==> src/rtl/qsi_pkg.sv <==
package qsi_pkg;

  // Flag order inside a lower-group status nibble; also the selector code.
  typedef enum logic [1:0] {
    SRC_EMPTY  = 2'd0,
    SRC_NEMPTY = 2'd1,
    SRC_NFULL  = 2'd2,
    SRC_FULL   = 2'd3
  } src_flag_e;

  localparam int NIB_W = 4;   // status / selector bits per lower queue
  localparam int UO_W  = 2;   // underflow/overflow bits per lower queue

  // Interrupt condition of one lower queue: picked flag, optionally inverted.
  function automatic logic src_hit(input logic [3:0] nib, input logic [2:0] sel);
    logic picked;
    case (src_flag_e'(sel[1:0]))
      SRC_EMPTY:  picked = nib[0];
      SRC_NEMPTY: picked = nib[1];
      SRC_NFULL:  picked = nib[2];
      default:    picked = nib[3];
    endcase
    return picked ^ sel[2];
  endfunction

endpackage

==> src/rtl/qsi_capture.sv <==
module qsi_capture #(
  parameter int NLO = 32,
  parameter int NUP = 32
) (
  input  logic                          clk,
  input  logic                          rst,
  input  logic [qsi_pkg::NIB_W*NLO-1:0] lo_nib_in,
  input  logic [NUP-1:0]                up_ne_in,
  input  logic [NUP-1:0]                up_f_in,
  input  logic [NLO-1:0]                uflow,
  input  logic [NLO-1:0]                oflow,
  input  logic [qsi_pkg::UO_W*NLO-1:0]  uo_clr,
  output logic [qsi_pkg::NIB_W*NLO-1:0] lo_stat,
  output logic [NUP-1:0]                up_ne,
  output logic [NUP-1:0]                up_f,
  output logic [qsi_pkg::UO_W*NLO-1:0]  uo_stat
);
  import qsi_pkg::*;

  // Flag snapshot; reset shows every lower queue as empty and nearly-empty.
  always_ff @(posedge clk) begin
    if (rst) begin
      for (int q = 0; q < NLO; q++) lo_stat[NIB_W*q +: NIB_W] <= 4'b0011;
      up_ne <= '1;
      up_f  <= '0;
    end else begin
      lo_stat <= lo_nib_in;
      up_ne   <= up_ne_in;
      up_f    <= up_f_in;
    end
  end

  // Sticky event bits, cleared by write-one; a fresh event wins.
  always_ff @(posedge clk) begin
    if (rst) begin
      uo_stat <= '0;
    end else begin
      for (int q = 0; q < NLO; q++) begin
        uo_stat[UO_W*q]     <= (uo_stat[UO_W*q]     & ~uo_clr[UO_W*q])     | uflow[q];
        uo_stat[UO_W*q + 1] <= (uo_stat[UO_W*q + 1] & ~uo_clr[UO_W*q + 1]) | oflow[q];
      end
    end
  end

endmodule

==> src/rtl/qsi_irq_ctrl.sv <==
module qsi_irq_ctrl #(
  parameter int NLO = 32,
  parameter int NUP = 32,
  parameter int DW  = 32,
  localparam int NQ        = NLO + NUP,
  localparam int QPW       = DW / qsi_pkg::NIB_W,
  localparam int SEL_WORDS = qsi_pkg::NIB_W * NLO / DW,
  localparam int IQ_WORDS  = NQ / DW
) (
  input  logic                          clk,
  input  logic                          rst,
  input  logic [qsi_pkg::NIB_W*NLO-1:0] lo_nib_in,
  input  logic [NUP-1:0]                up_ne_in,
  input  logic [SEL_WORDS-1:0]          sel_we,
  input  logic                          aux_we,
  input  logic [IQ_WORDS-1:0]           ien_we,
  input  logic [NQ-1:0]                 ist_clr,
  input  logic [DW-1:0]                 wdata,
  output logic [qsi_pkg::NIB_W*NLO-1:0] sel_q,
  output logic [NQ-1:0]                 ien_q,
  output logic [NQ-1:0]                 ist_q,
  output logic                          irq
);
  import qsi_pkg::*;

  logic [NQ-1:0]          cond;
  logic [NQ-1:0]          ist_d;
  logic [NQ-1:0]          ien_d;
  logic [NIB_W*NLO-1:0]   sel_d;

  // Interrupt condition per queue: programmable below, fixed above.
  always_comb begin
    for (int q = 0; q < NLO; q++)
      cond[q] = src_hit(lo_nib_in[NIB_W*q +: NIB_W], sel_q[NIB_W*q +: 3]);
    for (int j = 0; j < NUP; j++)
      cond[NLO + j] = up_ne_in[j];
  end

  always_comb begin
    ist_d = (ist_q & ~ist_clr) | cond;
    ien_d = ien_q;
    for (int w = 0; w < IQ_WORDS; w++)
      if (ien_we[w]) ien_d[w*DW +: DW] = wdata;
  end

  // Word writes touch selector bits 2:0 only; queue 0 bit 3 has its own strobe.
  always_comb begin
    sel_d = sel_q;
    for (int w = 0; w < SEL_WORDS; w++) begin
      if (sel_we[w]) begin
        for (int k = 0; k < QPW; k++) begin
          sel_d[NIB_W*(w*QPW + k) +: 3] = wdata[NIB_W*k +: 3];
        end
      end
    end
    if (aux_we) sel_d[3] = wdata[0];
  end

  always_ff @(posedge clk) begin
    if (rst) begin
      sel_q <= '0;
      ien_q <= '0;
      ist_q <= '1;
      irq   <= 1'b0;
    end else begin
      sel_q <= sel_d;
      ien_q <= ien_d;
      ist_q <= ist_d;
      irq   <= |(ist_d & ien_d);
    end
  end

endmodule

==> src/rtl/qstat_irq_unit.sv <==
module qstat_irq_unit #(
  parameter int NLO = 32,
  parameter int NUP = 32,
  parameter int DW  = 32,
  parameter int AW  = 5
) (
  input  logic           clk,
  input  logic           rst,
  input  logic [NLO-1:0] lo_empty,
  input  logic [NLO-1:0] lo_nempty,
  input  logic [NLO-1:0] lo_nfull,
  input  logic [NLO-1:0] lo_full,
  input  logic [NUP-1:0] up_nempty,
  input  logic [NUP-1:0] up_full,
  input  logic [NLO-1:0] lo_uflow,
  input  logic [NLO-1:0] lo_oflow,
  input  logic           wr_en,
  input  logic [AW-1:0]  addr,
  input  logic [DW-1:0]  wdata,
  output logic [DW-1:0]  rdata,
  output logic           irq,
  output logic           aux_ctrl
);
  import qsi_pkg::*;

  localparam int NQ       = NLO + NUP;
  localparam int LS_WORDS = NIB_W * NLO / DW;
  localparam int UO_WORDS = UO_W * NLO / DW;
  localparam int IQ_WORDS = NQ / DW;
  localparam int A_LS     = 0;
  localparam int A_UO     = A_LS + LS_WORDS;
  localparam int A_UPNE   = A_UO + UO_WORDS;
  localparam int A_UPF    = A_UPNE + 1;
  localparam int A_SEL    = A_UPF + 1;
  localparam int A_IEN    = A_SEL + LS_WORDS;
  localparam int A_IST    = A_IEN + IQ_WORDS;
  localparam int A_AUX    = A_IST + IQ_WORDS;

  logic [NIB_W*NLO-1:0] lo_nib;
  logic [NIB_W*NLO-1:0] lo_stat_q;
  logic [NIB_W*NLO-1:0] sel_q;
  logic [UO_W*NLO-1:0]  uo_q;
  logic [UO_W*NLO-1:0]  uo_clr;
  logic [NUP-1:0]       up_ne_q;
  logic [NUP-1:0]       up_f_q;
  logic [NQ-1:0]        ien_q;
  logic [NQ-1:0]        ist_q;
  logic [NQ-1:0]        ist_clr;
  logic [LS_WORDS-1:0]  sel_we;
  logic [IQ_WORDS-1:0]  ien_we;
  logic                 aux_we;
  logic [DW-1:0]        rd_d;

  always_comb begin
    for (int q = 0; q < NLO; q++)
      lo_nib[NIB_W*q +: NIB_W] = {lo_full[q], lo_nfull[q], lo_nempty[q], lo_empty[q]};
  end

  // Write decode
  always_comb begin
    uo_clr  = '0;
    ist_clr = '0;
    sel_we  = '0;
    ien_we  = '0;
    aux_we  = 1'b0;
    if (wr_en) begin
      for (int w = 0; w < UO_WORDS; w++)
        if (addr == AW'(A_UO + w)) uo_clr[w*DW +: DW] = wdata;
      for (int w = 0; w < LS_WORDS; w++)
        if (addr == AW'(A_SEL + w)) sel_we[w] = 1'b1;
      for (int w = 0; w < IQ_WORDS; w++) begin
        if (addr == AW'(A_IEN + w)) ien_we[w] = 1'b1;
        if (addr == AW'(A_IST + w)) ist_clr[w*DW +: DW] = wdata;
      end
      if (addr == AW'(A_AUX)) aux_we = 1'b1;
    end
  end

  qsi_capture #(.NLO(NLO), .NUP(NUP)) u_capture (
    .clk       (clk),
    .rst       (rst),
    .lo_nib_in (lo_nib),
    .up_ne_in  (up_nempty),
    .up_f_in   (up_full),
    .uflow     (lo_uflow),
    .oflow     (lo_oflow),
    .uo_clr    (uo_clr),
    .lo_stat   (lo_stat_q),
    .up_ne     (up_ne_q),
    .up_f      (up_f_q),
    .uo_stat   (uo_q)
  );

  qsi_irq_ctrl #(.NLO(NLO), .NUP(NUP), .DW(DW)) u_irq (
    .clk       (clk),
    .rst       (rst),
    .lo_nib_in (lo_nib),
    .up_ne_in  (up_nempty),
    .sel_we    (sel_we),
    .aux_we    (aux_we),
    .ien_we    (ien_we),
    .ist_clr   (ist_clr),
    .wdata     (wdata),
    .sel_q     (sel_q),
    .ien_q     (ien_q),
    .ist_q     (ist_q),
    .irq       (irq)
  );

  assign aux_ctrl = sel_q[3];

  // Read mux; unmapped addresses return zero
  always_comb begin
    rd_d = '0;
    for (int w = 0; w < LS_WORDS; w++) begin
      if (addr == AW'(A_LS + w))  rd_d = lo_stat_q[w*DW +: DW];
      if (addr == AW'(A_SEL + w)) rd_d = sel_q[w*DW +: DW];
    end
    for (int w = 0; w < UO_WORDS; w++)
      if (addr == AW'(A_UO + w)) rd_d = uo_q[w*DW +: DW];
    if (addr == AW'(A_UPNE)) rd_d[NUP-1:0] = up_ne_q;
    if (addr == AW'(A_UPF))  rd_d[NUP-1:0] = up_f_q;
    for (int w = 0; w < IQ_WORDS; w++) begin
      if (addr == AW'(A_IEN + w)) rd_d = ien_q[w*DW +: DW];
      if (addr == AW'(A_IST + w)) rd_d = ist_q[w*DW +: DW];
    end
    if (addr == AW'(A_AUX)) rd_d[0] = sel_q[3];
  end

  always_ff @(posedge clk) begin
    if (rst) rdata <= '0;
    else     rdata <= rd_d;
  end

endmodule

==> config.mk <==
export PLATFORM = sky130hd
export DESIGN_NAME = qstat_irq_unit
export DESIGN_NICKNAME = d
export VERILOG_FILES = /design/src/rtl/qsi_pkg.sv /design/src/rtl/qsi_capture.sv /design/src/rtl/qsi_irq_ctrl.sv /design/src/rtl/qstat_irq_unit.sv
export SDC_FILE = /design/constraint.sdc
export NUM_CORES = 1
export LEC_CHECK = 0
export ABC_AREA = 1
export BUFFER_PORTS_ARGS = -buffer_cell sky130_fd_sc_hd__buf_2
export CELL_PAD_IN_SITES_DETAIL_PLACEMENT = 1
export CELL_PAD_IN_SITES_GLOBAL_PLACEMENT = 2
export CORE_MARGIN = 3
export CORE_UTILIZATION = 31
export DETAILED_ROUTE_END_ITERATION = 8
export PLACE_DENSITY_LB_ADDON = 0.1
export REMOVE_ABC_BUFFERS = 1
export SYNTH_ARGS = -nofsm -noshare
export SYNTH_HDL_FRONTEND = slang
export SYNTH_SLANG_ARGS = --single-unit
==> constraint.sdc <==
create_clock -name clk -period 1.76 [get_ports clk]
set_input_delay 0.176 -clock clk [delete_from_list [all_inputs] [get_ports clk]]
set_output_delay 0.176 -clock clk [all_outputs]
set_load 0.01 [all_outputs]
==> results of run 1 <==
metrics by stage:
stage                     area, µm²  total power [W]  hold slack, ns
final                         33090          0.02918         0.01812
after global routing          33080          0.03018         0.02943
after CTS                     32910          0.02938        0.004835
after detailed placement      28080          0.01526          0.3875
after global placement        28080          0.01521          0.3777
after floorplan               21840          0.01346          0.2451
power groups by stage:
| stage | logic (W) | clock network (W) | registers [W] |
|---|---|---|---|
| after detailed placement | 0.00276 | 0 | 0.0125 |
| after CTS | 0.00323 | 0.0139 | 0.0123 |
| final | 0.00327 | 0.0137 | 0.0123 |
| after floorplan | 0.00100 | 0 | 0.0125 |
| after global routing | 0.00356 | 0.0143 | 0.0123 |
| after global placement | 0.00272 | 0 | 0.0125 |
state kept, by name, indices dropped and copies added, names as in the netlist:
register / count
u_irq.ien_q: 64
u_irq.sel_q: 97
u_irq.ist_q: 64
u_capture.up_f: 32
u_capture.uo_stat: 64
u_capture.up_ne: 32
u_capture.lo_stat: 128
u_irq.irq: 1
rdata: 32
worst max-delay path: stages (launching register included):
cell	delay, ns
dfxtp_2	0.32
buf_6	0.11
o211ai_1	0.34
nand2_1	0.15
nand2_2	0.13
nand3_2	0.10
nand2_2	0.08
nand2_2	0.07
nor2_2	0.11
nand2_1	0.07
nor2_2	0.16
nand2_1	0.08
nor2_2	0.08
nor2_1	0.04
final cells by class:
| class | count | area, µm² | share of cell area [%] |
|---|---|---|---|
| clock buffers | 101 | 1997 | 6.036 |
| flip-flops and latches | 514 | 10300 | 31.14 |
| clock inverters | 12 | 142.6 | 0.4311 |
| diodes | 1 | 2.502 | 0.007563 |
| repair buffers | 969 | 7677 | 23.20 |
| well taps | 950 | 1189 | 3.593 |
| inverters | 559 | 2106 | 6.365 |
| multi-input cells | 2123 | 9669 | 29.23 |
routing by layer:
| layer | wire [µm] | vias to the layer above |
|---|---|---|
| li1 | - | 12251 |
| met5 | 0 | - |
| met3 | 4398 | 151 |
| met4 | 2591 | 0 |
| met1 | 50010 | 12716 |
| met2 | 55930 | 567 |
kinds of logic (layout without fill, tap and decap cells):
family / count (synthesis) / count (layout) / share of synthesized area [%]
DFF: 514 / 514 / 45.79
and+or+nand+nor: 1532 / 1532 / 28.28
AOI/OAI and AO/OA: 591 / 591 / 13.80
buffers and inverters: 715 / 1641 / 12.13
other: 0 / 1 / 0
cell usage in the layout, fill, tap and decap left out, drive strengths merged:
master,netlist,final
o21bai,1,1
diode,0,1
nand3,199,199
nand4,87,87
nor3,10,10
dlygate4sd3,0,261
dfxtp,514,514
clkbuf,120,102
inv,559,561
or2,38,38
o21ai,333,333
a21oi,201,201
o22ai,1,1
bufinv,0,3
buf,36,707
nor2,290,290
clkinv,0,7
o211ai,54,54
a31o,1,1
nand2,908,908
worst paths after layout:
check                        start                     to  slack, ns  cells after the start
max                u_irq.sel_q[33]              u_irq.irq      -0.21                     13
min                      wdata[15]        u_irq.ien_q[47]       0.02                      5
max reg2reg        u_irq.sel_q[33]              u_irq.irq      -0.21                     13
min reg2reg  u_capture.uo_stat[20]  u_capture.uo_stat[20]       0.47                      2
repair_timing:
action                                  in CTS  in global routing
buffers inserted                             1                  2
endpoints found under the hold margin      293                  0
resized for setup                           26                 50
pin swaps                                   12                 35
endpoints found under the setup margin       7                 13
hold buffers                               261                  0
gates cloned                                 0                  1
==> results.toml, run 1 <==
[clocking]
cts_max_level = 3
cts_root_buffer = "clkbuf_16"
cts_tree = "done"
cts.sinks = 514
clock_latency_ns = 0.60
clockBufferDepth = 3
clk_pin_slew_ns = 0.05
cts_made_buffers = 66

[outcome]
violations = "negative setup slack"
status = "finished, violations left"

[logic_synthesis]
synth_largest_area_cell = "dfxtp_1"
avgSynthCellArea_um2 = 6.704
synth.most_common_cell = "nand2_1"
synthFlopType = "dfxtp_1"
synthCells = 3352
synthArstFlopShare_pct = 0
ys_seq_area_share_pct = 45.79
post_synth_num_cell_types = 25
synthTopCellsByArea = "dfxtp_1, nand2_1, inv_1"
yosysWarnings = 0
syn_area_um2 = 22470
synth_edf_count = 0
synth.top_cell.area_share_pct = 45.79
ys_ff_latch = 514
ys_top_cells_by_count = "nand2_1, inv_1, dfxtp_1"

[drt]
drc = 0
ant_nets = 0
wirelength_um = 112900
routed_via_density = 4.912
dr.pass1.iters = 5
avgRoutedWirePerCell_um = 21.60
first_iter_violations = 1614
vias = 25685

[global_routing]
antenna_found_initial = 1
met3_usage_pct = 3.242
grt_pass1_vias = 27375
grt_start_max_net_pins = 74
grt_pass1_wl_um = 166600
globalRouteTotalUtil_pct = 29.28
grt-busiest-layer = "met2"
overflow = 0
use_met1_pct = 37.57
use_met2_pct = 52.55

[pwr]
seq_power_share_pct = 42.0
p_leak_nw = 15.66
vdd_drop_max_mv = 0.6583
p_sw_w = 0.007460
p_int_w = 0.02172
p_comb_share_pct = 11.2
netSwitchingFraction_pct = 25.57
power_frac_clock_pct = 46.8
p_per_area_nw_per_um2 = 881.9

[placed_design]
hpwl_um = 83090
place_congestion = 0.9043
dp_cells = 4850
detailedPlace.worstSlack_ns = -0.7477
port_buffers = 329

[critical_path]
crit_fanout = 2
cp.required_ns = 2.23
arrival_ns = 2.44
crit_type = "register to register"
start_kind = "register"
worstSetupEndpointType = "register"

[finish]
drive_gt1_share_pct = 21.01
synthToLayoutAreaGrowth_pct = 47.22
finish.utilization_pct = 46.20
fillers = 8991
final_cells = 5229
nets = 4529

[die]
die-area_um2 = 75760
die_h_um = 275.2
start_util_pct = 31.38
die_x_um = 275.2
ios = 330
row_count = 98
core-area_um2 = 71610

[sta]
slew-limit-headroom_pct = 55.99
rsz0062_at_grt = "yes"
hold_viol = 0
skew_ns = 0.01814
setup_violations = 1
drv_slew = 0
worst_slew_pin_slew_ns = 0.6602
layout_min_cycle_time_ns = 1.969
layout_setup_ws_ns = -0.2092
final.period_utilization_pct = 111.9
finalSetupTns_ns = -0.2092
fmaxAchievable_ghz = 0.5078

[min_path]
min_path_type = "primary input to register"

[job]
cap_violations = 0
Note: power is estimated with default switching activity, not from simulation.
==> run 2: changes to the inputs <==
--- a/config.mk
+++ b/config.mk
@@ -7,11 +7,13 @@
 export LEC_CHECK = 0
 export ABC_AREA = 1
 export BUFFER_PORTS_ARGS = -buffer_cell sky130_fd_sc_hd__buf_2
+export CAP_MARGIN = 0
 export CELL_PAD_IN_SITES_DETAIL_PLACEMENT = 1
 export CELL_PAD_IN_SITES_GLOBAL_PLACEMENT = 2
 export CORE_MARGIN = 3
 export CORE_UTILIZATION = 31
 export DETAILED_ROUTE_END_ITERATION = 8
+export MAX_ROUTING_LAYER = met4
 export PLACE_DENSITY_LB_ADDON = 0.1
 export REMOVE_ABC_BUFFERS = 1
 export SYNTH_ARGS = -nofsm -noshare
==> run 2 against run 1 <==
- the run ends with negative hold slack, negative setup slack left
- combinational power barely moved
- count of clock-buffer cells in the layout up 3
- sequential power about the same
- flip-flop and latch count did not move
- clock skew increased by 0.0030 ns
- clock power hardly changed
- setup slack better by 0.16 ns
- hold slack got worse by 0.12 ns
- via count decreased by 0.71%
- global-route usage rose by 1.1 points
- largest power group unchanged
==> results.toml, run 2 (synthesis gave the netlist of run 1 again) <==
[outcome]
status = "finished, violations left"
violations = "negative hold slack, negative setup slack"

[placed_design]
placedInstanceArea_um2 = 28080
port_buffers = 329
hpwl_um = 83960
dp_cells = 4859
place_congestion = 0.9284

[die]
ios = 330
core-area_um2 = 71610
start_util_pct = 31.38
die-area_um2 = 75760
row_count = 98
die_h_um = 275.2
die_x_um = 275.2

[min_path]
whs_path_depth = 2
min_path_type = "primary input to register"
min-delay-start = "rst"

[sta]
rsz0062_at_grt = "yes"
fin_hold_ws_ns = -0.1049
drv_slew = 0
skew_ns = 0.02115
fmaxAchievable_ghz = 0.5534
hold_viol = 3
worst_slew_pin_slew_ns = 0.6461
final.period_utilization_pct = 102.7
finalSetupTns_ns = -0.04716
layout_min_cycle_time_ns = 1.807
layout_setup_ws_ns = -0.04716
setup_violations = 1
slew-limit-headroom_pct = 56.92

[pwr]
power_frac_clock_pct = 46.6
p_int_w = 0.02165
finalPower_w = 0.02913
netSwitchingFraction_pct = 25.67
p_comb_share_pct = 11.3
p_sw_w = 0.007478
p_per_area_nw_per_um2 = 873.3
p_leak_nw = 15.76
vdd_drop_max_mv = 0.6821
seq_power_share_pct = 42.1

[critical_path]
crit_cells = 12
start_kind = "register"
critPathTopFamily = "simple AND/OR/NAND/NOR gates"
worst-path-buf-inv = 0
worstReg2RegStart = "u_irq.sel_q[1]"
arrival_ns = 2.30
r2r_slack_ns = -0.05
startpoint = "u_irq.sel_q[1]"
crit_top_cell = "nand2_2"
crit_slowest_cell = "dfxtp_4"
reg2reg_depth = 12
crit_fanout = 6
worstSetupEndpointType = "register"
crit_chain = "o211ai_1, nand2_1, nand2_2, nand3_2, nand2_2, nand2_2, nor2_4, nand2_4, nor2_4, nand2_1, nor2_1, nor2_1"
slowest_delay_ns = 0.36
critPathCapture = "u_irq.irq"
rr_endpoint = "u_irq.irq"
cp.required_ns = 2.25
crit_type = "register to register"

[clocking]
cts_max_level = 3
clock_latency_ns = 0.60
clockBufferDepth = 3
cts_hold_buf = 273
cts.sinks = 514
clk_pin_slew_ns = 0.06
cts_root_buffer = "clkbuf_16"
cts_tree = "done"
cts_made_buffers = 66

[finish]
final_common_cell = "nand2_1"
largestRegisters = "u_capture.lo_stat (128), u_irq.sel_q (97)"
largest_register_ffs = 128
largest_register = "u_capture.lo_stat"
fillers = 9107
multiInputGateArea_um2 = 9804
ff_latch_area_um2 = 10320
final_cell_area_um2 = 33350
drive_gt1_share_pct = 22.16
synthToLayoutAreaGrowth_pct = 48.41
mostFrequentLayoutCells = "nand2_1, inv_1, dfxtp_1, buf_4, buf_2"
final_cells = 5252
nets = 4550

[drt]
first_iter_violations = 1466
dr.pass1.iters = 5
routed_via_density = 4.856
drc = 0
ant_nets = 0
wirelength_um = 113300
vias = 25503
avgRoutedWirePerCell_um = 21.57

[global_routing]
grt_pass1_vias = 27347
antenna_found_initial = 2
globalRouteTotalUtil_pct = 30.33
grt_pass1_wl_um = 167500
grt_start_max_net_pins = 68
overflow = 0

[job]
cap_violations = 0
run 2: what timing repair did:
action	4_1_cts	5_1_grt
setup endpoints to repair	5	24
endpoints found under the hold margin	301	3
resized for setup	55	87
pin swaps	30	39
setup buffers	3	4
run 2: power by group through the flow:
stage | clock network [W] | registers (W) | logic, W
final | 0.0136 | 0.0123 | 0.00329
after global routing | 0.0143 | 0.0123 | 0.00358
after CTS | 0.0139 | 0.0123 | 0.00324
after detailed placement | 0 | 0.0125 | 0.00274
after global placement | 0 | 0.0125 | 0.00270
after floorplan | 0 | 0.0125 | 0.00100
run 2: area by class of cell:
type                       count  share of cell area (%)
tap                          950                   3.564
clock inverter                10                  0.2363
clock buffer                 104                   6.179
antenna                        2                 0.01501
inverter                     559                   6.321
multi-input combinational   2123                   29.40
timing repair buffer         990                   23.35
sequential                   514                   30.94
run 2: routing by layer:
layer	track usage, %	share of wire (%)	up-vias
li1	-	-	12296
met1	38.25	45	12493
met2	52.05	49	554
met3	2.851	3.6	160
met4	8.074	2.6	0
met5	-	0	-
run 2: worst reg2reg max path, cell delays in order, from the launching register on:
cell and delay (ns):
dfxtp_4 0.36, o211ai_1 0.31, nand2_1 0.12, nand2_2 0.11, nand3_2 0.09, nand2_2 0.09
nand2_2 0.07, nor2_4 0.15, nand2_4 0.09, nor2_4 0.12, nand2_1 0.06, nor2_1 0.09
nor2_1 0.05
run 2: how the worst min path moves through the flow:
| stage | endpoint | slack [ns] |
|---|---|---|
| finish | u_irq.irq | -0.10 |
| global route | u_irq.irq | -0.09 |
| CTS | u_irq.irq | -0.13 |
| detailed placement | u_capture.up_f[22] | 0.39 |
| global placement | u_capture.up_f[10] | 0.38 |
| floorplan | u_capture.uo_stat[0] | 0.25 |
run 2: metrics by stage:
step	hold slack, ns	setup slack [ns]	utilization [%]
floorplan	0.2451	-2.180	-
global placement	0.3767	-0.6592	39.22
detailed placement	0.3862	-0.7126	39.22
CTS	-0.1305	-0.03849	46.21
global route	-0.09297	-0.1615	46.58
finish	-0.1049	-0.04716	46.58
